`config.mk`:
```
export PLATFORM = sky130hd
export DESIGN_NAME = cs_cycle_term
export DESIGN_NICKNAME = d
export VERILOG_FILES = /design/src/rtl/csct_pkg.sv /design/src/rtl/csct_wait_cnt.sv /design/src/rtl/csct_decode.sv /design/src/rtl/csct_ack.sv /design/src/rtl/cs_cycle_term.sv
export SDC_FILE = /design/constraint.sdc
export NUM_CORES = 1
export LEC_CHECK = 0
export BUFFER_PORTS_ARGS = -buffer_cell sky130_fd_sc_hd__buf_2
export CAP_MARGIN = 20
export CORE_AREA = 2 2 53 55
export CTS_CLUSTER_DIAMETER = 30
export DETAILED_ROUTE_END_ITERATION = 8
export DIE_AREA = 0 0 55 57
export PLACE_DENSITY = 0.92
export SETUP_SLACK_MARGIN = 0.05
export SLEW_MARGIN = 40
export SYNTH_ARGS = -nofsm -noshare
export SYNTH_HDL_FRONTEND = slang
export SYNTH_HIERARCHICAL = 1
export SYNTH_SLANG_ARGS = --single-unit
```
`constraint.sdc`:
```
create_clock -name clk -period 6.65 [get_ports clk]
set_input_delay 1.33 -clock clk [delete_from_list [all_inputs] [get_ports clk]]
set_output_delay 1.33 -clock clk [all_outputs]
set_load 0.05 [all_outputs]
```
`src/rtl/csct_pkg.sv`:
```
package csct_pkg;
  localparam logic [1:0] ACK_NONE = 2'b11;
  localparam logic [1:0] ACK_B8   = 2'b00;
  localparam logic [1:0] ACK_B16  = 2'b01;
  localparam logic [2:0] FC_CPU   = 3'd7;
  localparam int         N_TYPES  = 3;

  // control cycle type codes, index i maps to one-hot bit i
  function automatic logic [3:0] type_code(input int idx);
    case (idx)
      0:       return 4'h0;
      1:       return 4'h3;
      default: return 4'hF;
    endcase
  endfunction
endpackage

```
`src/rtl/csct_wait_cnt.sv`:
```
module csct_wait_cnt #(
  parameter int CNT_W = 4
) (
  input  logic             clk,
  input  logic             rst,
  input  logic             as_i,
  output logic [CNT_W-1:0] cnt_o
);
  localparam logic [CNT_W-1:0] CNT_MAX = '1;

  always_ff @(posedge clk) begin
    if (rst || !as_i) cnt_o <= '0;
    else if (cnt_o != CNT_MAX) cnt_o <= cnt_o + 1'b1;
  end
endmodule

```
`src/rtl/csct_decode.sv`:
```
module csct_decode
  import csct_pkg::*;
#(
  parameter int ADDR_W = 20
) (
  input  logic [ADDR_W-1:0] addr_i,
  input  logic [2:0]        fc_i,
  input  logic [ADDR_W-1:0] base_i,
  input  logic [ADDR_W-1:0] mask_i,
  output logic              cpu_space_o,
  output logic              match_o,
  output logic [N_TYPES-1:0] type_oh_o,
  output logic              unsup_o
);
  localparam int TOP = ADDR_W - 1;

  logic [3:0] tcode;
  assign tcode       = addr_i[TOP -: 4];
  assign cpu_space_o = (fc_i == FC_CPU);
  assign match_o     = !cpu_space_o && ((addr_i & mask_i) == (base_i & mask_i));

  for (genvar i = 0; i < N_TYPES; i++) begin : g_type
    assign type_oh_o[i] = cpu_space_o && (tcode == type_code(i));
  end

  assign unsup_o = cpu_space_o && (type_oh_o == '0);
endmodule

```
`src/rtl/csct_ack.sv`:
```
module csct_ack
  import csct_pkg::*;
#(
  parameter int CNT_W = 4,
  parameter int OPT_W = 4
) (
  input  logic             clk,
  input  logic             rst,
  input  logic             as_i,
  input  logic [1:0]       ext_ack_i,
  input  logic [OPT_W-1:0] opt_ack_i,
  input  logic             port16_i,
  input  logic             match_i,
  input  logic             cpu_ok_i,
  input  logic [CNT_W-1:0] cnt_i,
  output logic [1:0]       ack_o
);
  localparam logic [OPT_W-1:0] OPT_OFF  = '1;
  localparam logic [OPT_W-1:0] OPT_FAST = OPT_OFF - 1'b1;
  localparam int               ZERO_WS  = 2;

  logic [1:0]       ack_q;
  logic             int_due;
  logic [CNT_W:0]   thresh;

  always_comb begin
    thresh  = {1'b0, opt_ack_i} + (CNT_W+1)'(ZERO_WS);
    int_due = 1'b0;
    if (cpu_ok_i)
      int_due = ({1'b0, cnt_i} >= (CNT_W+1)'(ZERO_WS));
    else if (match_i && opt_ack_i == OPT_FAST)
      int_due = (cnt_i >= CNT_W'(1));
    else if (match_i && opt_ack_i != OPT_OFF)
      int_due = ({1'b0, cnt_i} >= thresh);
  end

  always_ff @(posedge clk) begin
    if (rst || !as_i)              ack_q <= ACK_NONE;
    else if (ext_ack_i != ACK_NONE) ack_q <= ext_ack_i;
    else if (ack_q != ACK_NONE)    ack_q <= ack_q;
    else if (int_due)              ack_q <= (port16_i || cpu_ok_i) ? ACK_B16 : ACK_B8;
  end

  // drop at once when the strobe falls
  assign ack_o = as_i ? ack_q : ACK_NONE;

  a_r6_ext_wins: assert property (@(posedge clk) disable iff (rst)
    (as_i && ext_ack_i != ACK_NONE) |=> (ack_q == $past(ext_ack_i)));

  a_r3_fast_timing: assert property (@(posedge clk) disable iff (rst)
    ($rose(ack_q != ACK_NONE) && $past(ext_ack_i) == ACK_NONE &&
     $past(opt_ack_i) == OPT_FAST && $past(match_i)) |-> ($past(cnt_i) >= CNT_W'(1)));

  a_r5_off_silent: assert property (@(posedge clk) disable iff (rst)
    ($rose(ack_q != ACK_NONE) && $past(opt_ack_i) == OPT_OFF && !$past(cpu_ok_i))
      |-> ($past(ext_ack_i) != ACK_NONE));
endmodule

```
`src/rtl/cs_cycle_term.sv`:
```
module cs_cycle_term
  import csct_pkg::*;
#(
  parameter int ADDR_W = 20,
  parameter int OPT_W  = 4
) (
  input  logic              clk,
  input  logic              rst,
  input  logic              as_i,
  input  logic              ds_i,
  input  logic              rd_i,
  input  logic [2:0]        fc_i,
  input  logic [ADDR_W-1:0] addr_i,
  input  logic [1:0]        ext_ack_i,
  input  logic [ADDR_W-1:0] opt_base_i,
  input  logic [ADDR_W-1:0] opt_mask_i,
  input  logic [OPT_W-1:0]  opt_ack_i,
  input  logic              opt_strobe_as_i,
  input  logic              opt_port16_i,
  output logic              cs_o,
  output logic [1:0]        ack_o,
  output logic [2:0]        cpu_type_o,
  output logic              bad_type_o
);
  localparam int CNT_W = OPT_W;
  localparam logic [OPT_W-1:0] OPT_FAST = {{(OPT_W-1){1'b1}}, 1'b0};

  logic [CNT_W-1:0]   cnt;
  logic               cpu_space, match, unsup;
  logic [N_TYPES-1:0] type_oh;
  logic               cs_q, cs_next, fast_wr;
  logic [N_TYPES-1:0] type_q;
  logic               bad_q;

  csct_wait_cnt #(.CNT_W(CNT_W)) u_cnt (
    .clk(clk), .rst(rst), .as_i(as_i), .cnt_o(cnt)
  );

  csct_decode #(.ADDR_W(ADDR_W)) u_dec (
    .addr_i(addr_i), .fc_i(fc_i), .base_i(opt_base_i), .mask_i(opt_mask_i),
    .cpu_space_o(cpu_space), .match_o(match), .type_oh_o(type_oh), .unsup_o(unsup)
  );

  csct_ack #(.CNT_W(CNT_W), .OPT_W(OPT_W)) u_ack (
    .clk(clk), .rst(rst), .as_i(as_i), .ext_ack_i(ext_ack_i),
    .opt_ack_i(opt_ack_i), .port16_i(opt_port16_i), .match_i(match),
    .cpu_ok_i(cpu_space && !unsup), .cnt_i(cnt), .ack_o(ack_o)
  );

  assign fast_wr = (opt_ack_i == OPT_FAST) && !rd_i;
  assign cs_next = as_i && match && (opt_strobe_as_i || (ds_i && !fast_wr));

  always_ff @(posedge clk) begin
    if (rst) begin
      cs_q   <= 1'b0;
      type_q <= '0;
      bad_q  <= 1'b0;
    end else begin
      cs_q   <= cs_next;
      type_q <= as_i ? type_oh : '0;
      bad_q  <= as_i && (cnt == '0) && unsup;
    end
  end

  assign cs_o       = cs_q && as_i;
  assign cpu_type_o = type_q;
  assign bad_type_o = bad_q;

  a_r9_type_onehot: assert property (@(posedge clk) disable iff (rst)
    $onehot0(cpu_type_o));

  a_r10_bad_no_type: assert property (@(posedge clk) disable iff (rst)
    bad_type_o |-> (cpu_type_o == '0));

  a_r10_bad_pulse: assert property (@(posedge clk) disable iff (rst)
    bad_type_o |=> !bad_type_o);

  a_r2_cs_not_cpu: assert property (@(posedge clk) disable iff (rst)
    cs_q |-> ($past(fc_i) != FC_CPU));
endmodule

```
**After elaboration in Yosys (flattened, before gate mapping)**

Cells that the tools add are included.

- Register bits: 11
- Input port bits: 76
- Logic and storage cells: 60

- Add/subtract/negate cells: 2
- $lt $le $gt $ge: 3
- Eq/ne operators: 10
- Multiplexer cells: 8
- Bitwise gates (word level): 3
- Reduce and logical (&&, ||, !) cells: 29

Operator list:

| kind | count |
|---|---|
| $and 20x20->20 | 2 |
| $eq 20x20->1 | 1 |
| $logic_and 1x1->1 | 15 |
| $eq 4x4->1 const B | 2 |
| $logic_not 4->1 | 2 |
| $mux 2 | 4 |
| $ne 4x4->1 const B | 2 |
| $add 4x2->5 const B | 1 |
| $ge 4x5->1 | 1 |
| $logic_not 1->1 | 5 |
| $add 4x1->4 const B | 1 |
| $eq 4x2->1 const B | 1 |
| $ge 4x1->1 const B | 1 |
| $ge 4x2->1 const B | 1 |
| $mux 1 | 4 |
| $ne 2x2->1 const B | 2 |
| $eq 3x3->1 const B | 1 |
| $logic_not 3->1 | 1 |
| $logic_or 1x1->1 | 3 |
| $ne 2x1->1 const B | 1 |
| $reduce_and 2->1 | 1 |
| $reduce_bool 2->1 | 1 |
| $reduce_or 2->1 | 1 |
| $not 1->1 | 1 |

**Longest topological paths before layout**

- Depth after elaboration: 11
- Gate-level depth with buffers: 9
- Depth with buffers taken out: 9

**Hierarchy**

The synthesis kept the hierarchy.

Modules (own cells, without submodules):

| module | times used | cells each | area an instance (um^2) | sequential area each (um^2) |
|---|---|---|---|---|
| csct_decode | 1 | 45 | 332.8 | 0.0 |
| csct_ack | 1 | 32 | 309.0 | 40.0 |
| csct_wait_cnt | 1 | 19 | 196.4 | 80.1 |
| cs_cycle_term | 1 | 18 | 191.4 | 100.1 |

**Least setup slack after synthesis**

OpenSTA, ideal clock, no wires.

- Kind: input -> register
- Start: in addr_i[13]
- End: reg u_ack.ack_q[1]
- Arrival: 2.894 ns
- Required time: 6.516 ns
- Path slack: 3.622 ns
- Stages on the path: 8
- Buffers on the path: 0
- Cell sequence: xor2_1 a222oi_1 nand3_1 nor3_2 nand2b_4 or4_4 o211ai_2 a41oi_1

- Word-level cells in the longest chain between the ends: 9
- Elaborated cells between the ends (all ways): 10
- Classes of those cells: eq/ne (1); mux (3); bitwise (1); reduce/logical (5)

RTL lines:

| element | line | source |
|---|---|---|
| start: declaration | cs_cycle_term.sv:13 | `input logic [ADDR_W-1:0] addr_i,` |
| $and 20x20->20 * | csct_decode.sv:20 | `assign match_o = !cpu_space_o && ((addr_i & mask_i) == (base_i & mask_i));` |
| $eq 20x20->1 * | csct_decode.sv:20 |  |
| $logic_and 1x1->1 * | csct_decode.sv:20 |  |
| named net match | cs_cycle_term.sv:29 | `logic cpu_space, match, unsup;` |
| $logic_and 1x1->1 | csct_ack.sv:33 | `else if (match_i && opt_ack_i != OPT_OFF)` |
| $mux 1 | csct_ack.sv:33 |  |
| $mux 1 * | csct_ack.sv:31 | `else if (match_i && opt_ack_i == OPT_FAST)` |
| $mux 1 * | csct_ack.sv:29 | `if (cpu_ok_i)` |
| $reduce_bool 2->1 (no source line) * | -- |  |
| $reduce_and 2->1 (no source line) * | -- |  |
| end signal: assignment | csct_ack.sv:39 | `else if (ext_ack_i != ACK_NONE) ack_q <= ext_ack_i;` |
| end signal: assignment | csct_ack.sv:40 | `else if (ack_q != ACK_NONE) ack_q <= ack_q;` |
| end signal: assignment | csct_ack.sv:41 | `else if (int_due) ack_q <= (port16_i \|\| cpu_ok_i) ? ACK_B16 : ACK_B8;` |
| end: declaration | csct_ack.sv:22 | `logic [1:0] ack_q;` |

Mark *: on every way through the listed nets, which the timed path passes. The rest lies on a longest branch.
A chain may end at the register's enable or synchronous reset.

**Worst setup path in the final report**

- Start: in as_i
- End: out cs_o

- Word-level cells in the longest chain between the ends: 1

RTL lines:

| element | line | source |
|---|---|---|
| start: declaration | cs_cycle_term.sv:9 | `input logic as_i,` |
| $logic_and 1x1->1 | cs_cycle_term.sv:65 | `assign cs_o = cs_q && as_i;` |
| end: declaration | cs_cycle_term.sv:20 | `output logic cs_o,` |

No other way between the ends.

==> reports/metrics.csv <==
stage;metric;value;unit
route;avgRoutedWirePerCell;12.6;um
sta;finalCritPeriodShare;48.7;%
grt;grtUsageMet3;4.19;%
grt;grtUsageTotal;20.0;%
run_status;outcome;finished, final reports clean;
cts;clk_pin_slew_worst_paths;0.06;ns
synth;synth_seq_area_share;21.4;%
cells_and_area;multiInputGateArea;795;um^2
sta;period_needed;3.24;ns
synth;avgSynthCellArea;9.03;um^2
sta;setup_viol;0;
synth;ys_ff_latch;11;
synth;dominantRegCellSynth;dfxtp_1;
synth;synthArstFlopShare;0;%
grt;grt_pass1_vias;1244;
synth;synth_compound_area_share;20.7;%
cells_and_area;antenna_cells;0;
synth;syn_nets;196;
critical_path;crit_buf_inv;2;
placed_design;gp_congestion;0.784;
cells_and_area;drive_gt1_share;48.0;%
floorplan;io-pin-count;83;
sta;worst_pin_slew;0.373;ns
synth;synth_cells;114;
placed_design;io_buffer_count;82;
cells_and_area;final.fill_count;251;
synth;yosysTopAreaCell;dfxtp_1;
critical_path;path_cells;buf_2 -> and2_2 -> buf_2;
synth;synth_area;0.00103;mm^2
cells_and_area;regArea;220;um^2
route;dr.pass1.iters;4;
floorplan;fp.dieH;57;um
critical_path;rr_worst_depth;6;
worst_hold_path;min_from;u_ack/ack_q[0];
job;maxCapViolCount;0;
critical_path;critical_path.startpoint;as_i;
placed_design;place_worst_setup_slack;3.29;ns
route;vias;1210;
cts;cts_resized;0;
pwr;p_leak;0.757;nW
cts;post_cts_buffers;0;
cts;ctsHoldBuffers;0;
floorplan;start_util;39.4;%
cells_and_area;stdcell_count;231;
cts;cts_buffer_depth;2;
grt;busiest_layer;met2;
route;drtIter0Drc;26;
synth;synthAdderAreaFrac;7.29;%
worst_hold_path;holdPathEnd;u_ack/ack_q[1];
critical_path;path_max_fanout;10;
cts;cts-root-buf;clkbuf_4;
grt;grtUsageMet2;38.1;%
route;ant_nets;0;
critical_path;critPathLaunchType;input port;
sta;setup_tns;0;ns
route;drc_errors;0;
pwr;peakVddDrop;0.104;mV
pwr;p_per_area;117;mW/mm^2
synth;synthMuxAreaShare;0.972;%
sta;fin_skew;0.0110;ns
synth;yosysUniqueCellTypes;39;
floorplan;core_area;0.00262;mm^2
sta;fin_ws;3.41;ns
critical_path;path_delay_family;buffers and inverters;
critical_path;crit_cells;3;
route;vias_per_cell;5.24;
critical_path;worstPathRequired;5.32;ns
critical_path;cp_slowest_cell;buf_2;
cts;numClockSinks;11;
cells_and_area;nets;283;
critical_path;cpMostUsedCell;buf_2;
synth;synth_edf_count;0;
grt;grt_first_pass_wirelength;4700;um
placed_design;place_inst;227;
synth;synth_top_family_by_area;simple AND/OR/NAND/NOR gates;
critical_path;critPathArrivalTime;1.91;ns
cts;clk_latency;0.27;ns
critical_path;worstReg2RegStart;u_cnt/cnt_o[0];
worst_hold_path;hold_depth;1;
sta;max-slew-margin-rel;75.0;%
sta;fmax;0.309;GHz
placed_design;hpwl;2500;um
sta;hold_violations;0;
synth;synth-xor-area-share;18.7;%
cts;cts_buffers;3;
pwr;power;0.000176;W
grt;grt_overflow;0;
cts;cts_tree;yes;
critical_path;worstSetupEndpointType;primary output;
grt;use_met1;20.7;%
cts;h-tree-depth;1;
worst_hold_path;hp-class;reg2reg;
critical_path;worstSetupPathType;in2out;
synth;synth_simple_gate_area_share;29.5;%
grt;grt_max_degree;12;
grt;antenna_found_initial;0;
sta;slew_violations;0;
sta;rsz0062_at_grt;false;
route;routed_wl;2910;um
critical_path;cpPeakStageDelay;0.25;ns
critical_path;rrSetupSlack;4.86;ns
critical_path;reg2reg_to;u_ack/ack_q[1];
floorplan;die_area;0.00314;mm^2
floorplan;placementRows;19;
synth;synth_warnings;6;
floorplan;die_w;55;um
sta;timing.hold.ws;0.504;ns
cells_and_area;syn2layout_area_growth;46.2;%
synth;synth_top_area_share;21.4;%
synth;yosys-top-cells-area;dfxtp_1, xor2_1, ha_1;
==> layout make-up <==
class | instances | share of cell area, %
well taps | 31 | 2.58
clock buffers | 4 | 1.75
multi-input cells | 99 | 52.8
repair buffers | 82 | 27.3
inverters | 4 | 0.998
flip-flops and latches | 11 | 14.6
==> metrics by stage <==
step / util [%] / instance area [um^2]
3_5_place_dp: 56.6 / 1480
4_1_cts: 57.6 / 1510
6_report: 57.6 / 1510
5_1_grt: 57.6 / 1510
2_1_floorplan: - / 1030
3_3_place_gp: 56.6 / 1480
==> state kept, by name, indices dropped and copies added (netlist names) <==
register / cells
bad_type_o: 1
u_ack/ack_q: 2
u_cnt/cnt_o: 4
cs_q: 1
cpu_type_o: 3
==> worst max-delay path by stage <==
stage                      to  slack (ns)
6_report                 cs_o        3.41
5_1_grt                  cs_o        3.37
4_1_cts                  cs_o        3.41
3_5_place_dp   u_ack/ack_q[1]        3.29
3_3_place_gp   u_ack/ack_q[0]        3.40
2_1_floorplan  u_ack/ack_q[1]        3.62
==> metal layers <==
layer  vias up  routed length [um]
met5         -                   0
met4         0                   0
li1        601                   -
met3         0                 264
met2        64                1570
met1       545                1080
==> Yosys cell counts (all sizes together) (3+ instances only) <==
cell type / n
nor2b: 3
a21oi: 4
and2: 4
nand3: 6
dfxtp: 11
nor2: 4
nor3: 4
nand3b: 3
nand2b: 8
inv: 4
xor2: 20
a22oi: 8
ha: 6
==> power breakdown <==
part           internal, W  switching [W]  leakage (nW)  total [W]
logic            0.0000341      0.0000276         0.653  0.0000617
registers        0.0000671     0.00000169        0.0893  0.0000688
clock network    0.0000232      0.0000227        0.0150  0.0000459
==> cell families after synthesis <==
logic type | Yosys count
and+or+nand+nor | 45
AOI/OAI and AO/OA | 25
xor gates and xnor gates | 22
DFF | 11
adders and majority gates | 6
buffers and inverters | 4
muxes | 1
==> layout by cell type (no fill, tap or decap), types with 2 or more instances in the layout <==
cell type / instances
nor2_1: 4
buf_2: 82
clkbuf_4: 3
ha_1: 6
nand3b_1: 3
a41oi_1: 2
nand2b_4: 2
a21oi_1: 4
and2_1: 3
xor2_1: 20
nand3_1: 6
nand4_1: 2
a31oi_1: 2
a22oi_1: 8
nor3b_1: 2
nor2b_1: 2
inv_1: 4
dfxtp_1: 11
and4b_1: 2
xnor2_1: 2
nand2_1: 2
nor3_1: 3
nand2b_1: 6
Note: power is estimated with default switching activity, not from simulation.
